### config.mk
export PLATFORM = sky130hd
export DESIGN_NAME = irq_dma_steer
export DESIGN_NICKNAME = d
export VERILOG_FILES = /design/src/rtl/irqdma_pkg.sv /design/src/rtl/irqdma_prio_pick.sv /design/src/rtl/irqdma_done_match.sv /design/src/rtl/irqdma_vec_gen.sv /design/src/rtl/irq_dma_steer.sv
export SDC_FILE = /design/constraint.sdc
export NUM_CORES = 1
export LEC_CHECK = 0
export BUFFER_PORTS_ARGS = -buffer_cell sky130_fd_sc_hd__buf_2
export CAP_MARGIN = 25
export CORE_ASPECT_RATIO = 0.6
export CORE_MARGIN = 10
export CORE_UTILIZATION = 47
export CTS_BUF_LIST = sky130_fd_sc_hd__clkbuf_4
export CTS_CLUSTER_DIAMETER = 120
export DETAILED_ROUTE_END_ITERATION = 16
export GPL_TIMING_DRIVEN = 0
export PLACE_DENSITY = 0.8
export SLEW_MARGIN = 20
export SYNTH_ARGS = -nofsm -noshare
export SYNTH_HDL_FRONTEND = slang
export SYNTH_SLANG_ARGS = --single-unit
### constraint.sdc
create_clock -name clk -period 4.1 [get_ports clk]
set_input_delay 0.82 -clock clk [delete_from_list [all_inputs] [get_ports clk]]
set_output_delay 0.82 -clock clk [all_outputs]
set_load 0.005 [all_outputs]
### src/rtl/irqdma_pkg.sv
package irqdma_pkg;
   // Number of sources covered by the fixed channel and offset maps
   localparam int unsigned MAP_SRCS = 16;
   localparam int unsigned MAP_CHW  = 6;
   localparam int unsigned MAP_OFFW = 12;

   // Fixed DMA channel per source
   function automatic logic [MAP_CHW-1:0] src_chan(input int unsigned idx);
      if (idx < 4)      return MAP_CHW'(idx + 1);
      else if (idx < 8) return MAP_CHW'(idx + 24);
      else              return MAP_CHW'(idx + 30);
   endfunction

   // Fixed vector offset per source, relative to the table base
   function automatic logic [MAP_OFFW-1:0] src_vec_off(input int unsigned idx);
      if (idx < 4)      return MAP_OFFW'(32'h040 + 4 * idx);
      else if (idx < 8) return MAP_OFFW'(32'h100 + 4 * idx);
      else              return MAP_OFFW'(32'h130 + 4 * idx);
   endfunction
endpackage

### src/rtl/irqdma_prio_pick.sv
module irqdma_prio_pick #(
   parameter int unsigned N = 16
) (
   input  logic [N-1:0] req,
   output logic [N-1:0] gnt,
   output logic         any
);
   // Lowest index wins
   always_comb begin
      gnt = '0;
      any = 1'b0;
      for (int k = N - 1; k >= 0; k--) begin
         if (req[k]) begin
            gnt    = '0;
            gnt[k] = 1'b1;
            any    = 1'b1;
         end
      end
   end
endmodule

### src/rtl/irqdma_done_match.sv
module irqdma_done_match
   import irqdma_pkg::*;
#(
   parameter int unsigned NSRC = 16,
   parameter int unsigned CHW  = 6
) (
   input  logic            done_vld,
   input  logic [CHW-1:0]  done_chan,
   output logic [NSRC-1:0] hit
);
   for (genvar g = 0; g < NSRC; g++) begin : g_cmp
      localparam logic [CHW-1:0] MY_CHAN = CHW'(src_chan(g));
      assign hit[g] = done_vld && (done_chan == MY_CHAN);
   end
endmodule

### src/rtl/irqdma_vec_gen.sv
module irqdma_vec_gen
   import irqdma_pkg::*;
#(
   parameter int unsigned NSRC = 16,
   parameter int unsigned AW   = 24
) (
   input  logic [AW-1:0]   base,
   input  logic [NSRC-1:0] pend,
   output logic            req,
   output logic [AW-1:0]   vec
);
   logic [NSRC-1:0]     sel;
   logic                any;
   logic [MAP_OFFW-1:0] off;

   irqdma_prio_pick #(.N(NSRC)) u_pick (
      .req (pend),
      .gnt (sel),
      .any (any)
   );

   always_comb begin
      off = '0;
      for (int k = 0; k < NSRC; k++) begin
         if (sel[k]) off = off | src_vec_off(k);
      end
   end

   assign req = any;
   assign vec = any ? (base + AW'(off)) : '0;
endmodule

### src/rtl/irq_dma_steer.sv
module irq_dma_steer
   import irqdma_pkg::*;
#(
   parameter int unsigned NSRC = 16,
   parameter int unsigned CHW  = 6,
   parameter int unsigned AW   = 24
) (
   input  logic            clk,
   input  logic            rst_n,
   input  logic [NSRC-1:0] src_evt,
   input  logic [NSRC-1:0] cfg_dma_req,
   input  logic [NSRC-1:0] cfg_dma_en,
   input  logic [NSRC-1:0] cfg_no_irq,
   input  logic [AW-1:0]   tbl_base,
   input  logic [NSRC-1:0] irq_clr,
   input  logic            dma_done,
   input  logic [CHW-1:0]  dma_done_chan,
   output logic            dma_trig,
   output logic [CHW-1:0]  dma_chan,
   output logic [NSRC-1:0] irq_pend,
   output logic            irq_req,
   output logic [AW-1:0]   irq_vec
);
   // Elaboration-time parameter checks
   if (NSRC < 1 || NSRC > MAP_SRCS) begin : g_bad_nsrc
      $error("irq_dma_steer: NSRC must lie in 1..16");
   end
   if (CHW < MAP_CHW) begin : g_bad_chw
      $error("irq_dma_steer: CHW too narrow for the channel map");
   end
   if (AW < MAP_OFFW) begin : g_bad_aw
      $error("irq_dma_steer: AW too narrow for the vector offsets");
   end

   logic [NSRC-1:0] queued_q, wait_q, pend_q;
   logic [NSRC-1:0] steer, busy, accept, direct;
   logic [NSRC-1:0] gnt, done_hit, fin, irq_set;
   logic            pick_any;
   logic [CHW-1:0]  chan_d;
   logic            trig_q;
   logic [CHW-1:0]  chan_q;
   logic [CHW-1:0]  chan_lut [NSRC];

   for (genvar g = 0; g < NSRC; g++) begin : g_lut
      assign chan_lut[g] = CHW'(src_chan(g));
   end

   assign steer  = cfg_dma_req & cfg_dma_en;
   assign busy   = queued_q | wait_q;
   assign accept = src_evt & steer & ~busy;
   assign direct = src_evt & ~steer;

   irqdma_prio_pick #(.N(NSRC)) u_trig_pick (
      .req (queued_q),
      .gnt (gnt),
      .any (pick_any)
   );

   irqdma_done_match #(.NSRC(NSRC), .CHW(CHW)) u_done (
      .done_vld  (dma_done),
      .done_chan (dma_done_chan),
      .hit       (done_hit)
   );

   assign fin     = done_hit & wait_q;
   assign irq_set = direct | (fin & ~cfg_no_irq);

   always_comb begin
      chan_d = '0;
      for (int k = 0; k < NSRC; k++) begin
         if (gnt[k]) chan_d = chan_d | chan_lut[k];
      end
   end

   always_ff @(posedge clk) begin
      if (!rst_n) begin
         queued_q <= '0;
         wait_q   <= '0;
         pend_q   <= '0;
         trig_q   <= 1'b0;
         chan_q   <= '0;
      end else begin
         queued_q <= (queued_q & ~gnt) | accept;
         wait_q   <= (wait_q & ~fin) | gnt;
         pend_q   <= (pend_q & ~irq_clr) | irq_set;
         trig_q   <= pick_any;
         chan_q   <= chan_d;
      end
   end

   irqdma_vec_gen #(.NSRC(NSRC), .AW(AW)) u_vec (
      .base (tbl_base),
      .pend (pend_q),
      .req  (irq_req),
      .vec  (irq_vec)
   );

   assign dma_trig = trig_q;
   assign dma_chan = chan_q;
   assign irq_pend = pend_q;


   trig_chan_nonzero_chk: assert property (@(posedge clk) disable iff (!rst_n)
      dma_trig |-> (dma_chan != '0));

   for (genvar g = 0; g < NSRC; g++) begin : g_chk

      pend_w1c_chk: assert property (@(posedge clk) disable iff (!rst_n)
         $fell(irq_pend[g]) |-> $past(irq_clr[g]));

      pend_cause_chk: assert property (@(posedge clk) disable iff (!rst_n)
         $rose(irq_pend[g]) |->
            ($past(src_evt[g] && !(cfg_dma_req[g] && cfg_dma_en[g])) ||
             $past(done_hit[g] && !cfg_no_irq[g])));

      state_excl_chk: assert property (@(posedge clk) disable iff (!rst_n)
         !(queued_q[g] && wait_q[g]));

      wait_trig_chk: assert property (@(posedge clk) disable iff (!rst_n)
         $rose(wait_q[g]) |-> (dma_trig && dma_chan == chan_lut[g]));
   end
endmodule

==> flow_metrics.py <==
metrics = {
    "route": {
        "drtAntennaViolNets": 0,
        "wl_um": 14480,
        "drt_iter0_markers": 521,
        "routed_via_density": 6.005,
        "average_detailed_routed_wire_length_per_instance_um": 19.51,
        "drcViolationCount": 0,
        "drtPass1Iterations": 6,
        "detailroute.via_count": 4456,
    },
    "finish": {
        "multiInputGateArea_um2": 2570,
        "nFillCells": 628,
        "final_common_cell": "sky130_fd_sc_hd__buf_2",
        "final_core_util": 0.6777,
        "syn_to_layout_area_delta_pct": 38.56,
        "most_frequent_cells_in_the_layout": "sky130_fd_sc_hd__buf_2, sky130_fd_sc_hd__dfxtp_1, sky130_fd_sc_hd__nand2_1",
        "antenna-diode-count": 0,
        "ff_latch_area_um2": 1126,
        "finalNetCount": 759,
        "drive_above_1_share": 0.3824,
    },
    "critical_path": {
        "timing.critical_path.required_ps": 3280,
        "crit_buf_inv": 2,
        "timing.critical_path.slowest_stage_cell": "sky130_fd_sc_hd__or4_4",
        "worstSetupPathType": "reg2out",
        "endpoint_kind": "primary output",
        "crit-reg2reg-launch": "queued_q[1]",
        "cp.arrival_ps": 3330,
        "crit_path_max_fanout": 5,
        "critPathLaunchType": "flop",
        "biggest_cell_delay_along_the_critical_path_ps": 510,
        "cp_top_family": "simple AND/OR/NAND/NOR gates",
        "worst_path_cell_chain": "nor4_4, nand2_1, o32ai_2, a221o_1, ha_4, fa_2, a211oi_2, o21a_2, buf_6, or4_4, a21oi_2, buf_2",
        "timing.rr.end": "dma_chan[1]",
        "count_of_cells_along_the_worst_register_to_register_path": 6,
        "worst-r2r-setup-slack_ps": 2120,
    },
    "timing": {
        "rsz0062_at_grt": "true",
        "fin_crit_ps": 4152,
        "hold_slack_ps": 469.4,
        "final_max_slew_viol_count": 0,
        "hold_viol_final": 0,
        "max_slew.worst_pin.slew_ps": 691.0,
        "slew-limit-headroom": 0.5351,
        "timing.setup.tns_ps": -80.22,
        "fin_worst_skew_ps": 10.12,
        "share_of_the_clock_period_used_by_the_worst_path": 1.013,
        "slack_of_the_critical_path_ps": -51.70,
        "timing.final.setup_violations": 2,
        "max_clock_freq_ghz": 0.2409,
    },
    "hold_path": {
        "whs_path_depth": 1,
        "path_category_of_the_worst_min_delay_check": "reg2reg",
        "worstHoldEndpoint": "queued_q[0]",
        "worstHoldStart": "wait_q[0]",
    },
    "yosys": {
        "synthTopCellsByArea": "sky130_fd_sc_hd__dfxtp_1, sky130_fd_sc_hd__nand2_1, sky130_fd_sc_hd__o21a_1",
        "yosys_warning_total": 0,
        "count_of_flip_flops_with_a_built_in_enable_after_synthesis": 0,
        "synth.distinct_cells": 61,
        "synth_top_family_by_area": "simple AND/OR/NAND/NOR gates",
        "synthesis.area_per_instance_um2": 7.961,
        "number_of_synthesized_register_bits": 55,
        "synth.cell_area_um2": 3598,
        "asyncSetResetFlopFracSynth": 0,
        "yosys.area_share.adder": 0.02990,
        "synth_simple_gate_area_share": 0.3293,
        "synth.mux.area_fraction": 0.01113,
        "synth.net_count": 573,
        "yosysSeqAreaShare": 0.3060,
        "synth_top_area_frac": 0.3060,
        "netlist.top_cell.by_area": "sky130_fd_sc_hd__dfxtp_1",
        "instance_count_of_the_mapped_netlist": 452,
        "synth_compound_area_frac": 0.2656,
        "ys_dominant_reg_cell": "sky130_fd_sc_hd__dfxtp_1",
        "post_synthesis_xor_xnor_area_fraction": 0.01217,
    },
    "global_routing": {
        "grt.met1_usage": 0.3015,
        "grt_overflow_total": 0,
        "grt_use_total": 0.2224,
        "first_global_vias": 4137,
        "use_met2": 0.3363,
        "highest_utilization_routing_layer_at_the_global_route_stage": "met2",
        "grt_first_pass_wirelength_um": 21420,
        "globalRouteMet3Util": 0.08571,
        "grt_start_max_net_pins": 16,
        "antenna_violations_before_repair": 0,
    },
    "cts": {
        "clk_transition_reported_paths_ps": 150,
        "cts_max_level": 2,
        "number_of_cts_inserted_buffers": 5,
        "cts.sink_count": 55,
        "bufs_on_longest_clock_path": 2,
        "holdBufCountCts": 0,
        "cts_tree": "done",
        "clk-insertion-delay-late_ps": 380,
        "cts_root_buf": "sky130_fd_sc_hd__clkbuf_4",
    },
    "floorplanning": {
        "ioPinCount": 161,
        "initial_core_util": 0.4891,
        "core_area_um2": 7357,
        "die_w_um": 133.0,
        "core.rowCount": 24,
        "chipHeight_um": 87.78,
        "dieArea_um2": 11670,
    },
    "power_and_ir_drop": {
        "switching_share": 0.3528,
        "overall_power_of_the_completed_layout_w": 0.001358,
        "net-switching-power_w": 0.0004792,
        "comb_power_share": 0.385,
        "power.sequential.fraction": 0.446,
        "power_leakage_nw": 2.117,
        "cellPowerDensity_nw_per_um2": 272.4,
        "worst_supply_voltage_drop_on_vdd_mv": 0.1316,
        "share_clk_of_total_power": 0.169,
        "power.internal_w": 0.0008792,
    },
    "place": {
        "dp.final_hpwl_um": 11350,
        "placement_stage_worst_setup_slack_ps": -160.5,
        "io_buffer_count": 158,
        "routabilityCongestion": 0.9972,
    },
    "flow_run": {
        "max_cap_violations": 0,
    },
    "status": {
        "outcome": "finished with violations",
        "failed_checks": "setup timing",
    },
}
==> how the worst max path moves through the flow <==
stage / cells after the start / slack, ps / start / endpoint
floorplan: 11 / 400 / irq_pend[7] / irq_vec[18]
global placement: 12 / -70 / irq_pend[7] / irq_vec[18]
detailed placement: 12 / -160 / irq_pend[7] / irq_vec[18]
CTS: 12 / -10 / irq_pend[4] / irq_vec[18]
global route: 12 / -160 / irq_pend[8] / irq_vec[16]
finish: 12 / -50 / irq_pend[8] / irq_vec[18]
==> layer usage <==
metal  vias up  part of all wire
li1       2077                 -
met1      2091              0.44
met2       270              0.41
met3        18              0.13
met4         0            0.0099
met5         -                 0
==> cells in the mapped netlist (all sizes together), types with 10 or more instances <==
library cell  count
a21oi            28
inv              21
nor2b            19
dfxtp            55
o21a             22
nand2            44
nor4b            14
and2             13
o31ai            10
nor4             14
nand3            11
nor2             17
clkbuf           13
a21boi           19
o21ai            27
==> cell type report <==
class / instances / area share
Timing Repair Buffer: 180 / 0.1917
Tap cell: 104 / 0.02610
Clock buffer: 5 / 0.007528
Clock inverter: 2 / 0.001757
Sequential cell: 55 / 0.2258
Buffer: 16 / 0.01581
Multi-Input combinational cell: 359 / 0.5154
Inverter: 21 / 0.01581
==> kinds of logic after synthesis <==
logic type / after synthesis
simple gates: 199
compound gates: 142
flops: 55
buf+inv: 39
fa+ha+maj: 8
xor+xnor: 5
mux: 4
==> worst register-to-register path, stage by stage, from the launching register on <==
cell,delay [ps]
sky130_fd_sc_hd__dfxtp_1,320
sky130_fd_sc_hd__clkbuf_1,200
sky130_fd_sc_hd__or3_1,350
sky130_fd_sc_hd__clkbuf_1,180
sky130_fd_sc_hd__or3_1,390
sky130_fd_sc_hd__o22ai_1,300
sky130_fd_sc_hd__o21a_1,190
==> power by group through the flow <==
| stage | clock, W | combinational (W) | sequential [W] |
|---|---|---|---|
| final | 0.000230 | 0.000523 | 0.000605 |
| after global routing | 0.000243 | 0.000568 | 0.000610 |
| after CTS | 0.000227 | 0.000463 | 0.000603 |
| after detailed placement | 0 | 0.000426 | 0.000610 |
| after global placement | 0 | 0.000414 | 0.000608 |
| after floorplan | 0 | 0.000240 | 0.000604 |
==> what timing repair did <==
action,in CTS,in global routing
endpoints found under the setup margin,17,15
pin swaps,14,19
setup buffers,11,10
gates cloned,0,2
gates resized for setup,30,31
hold endpoints to repair,0,0
==> state kept, by name, indices dropped and copies added (netlist names) <==
register and flops:
dma_trig 1, irq_pend 16, dma_chan 6, wait_q 16, queued_q 16
==> through the flow <==
step	cells	area [um^2]
after CTS	732	4780
after detailed placement	714	4519
after global routing	742	4986
after global placement	714	4519
after floorplan	452	3598
final	742	4986
Note: power is estimated with default switching activity, not from simulation.
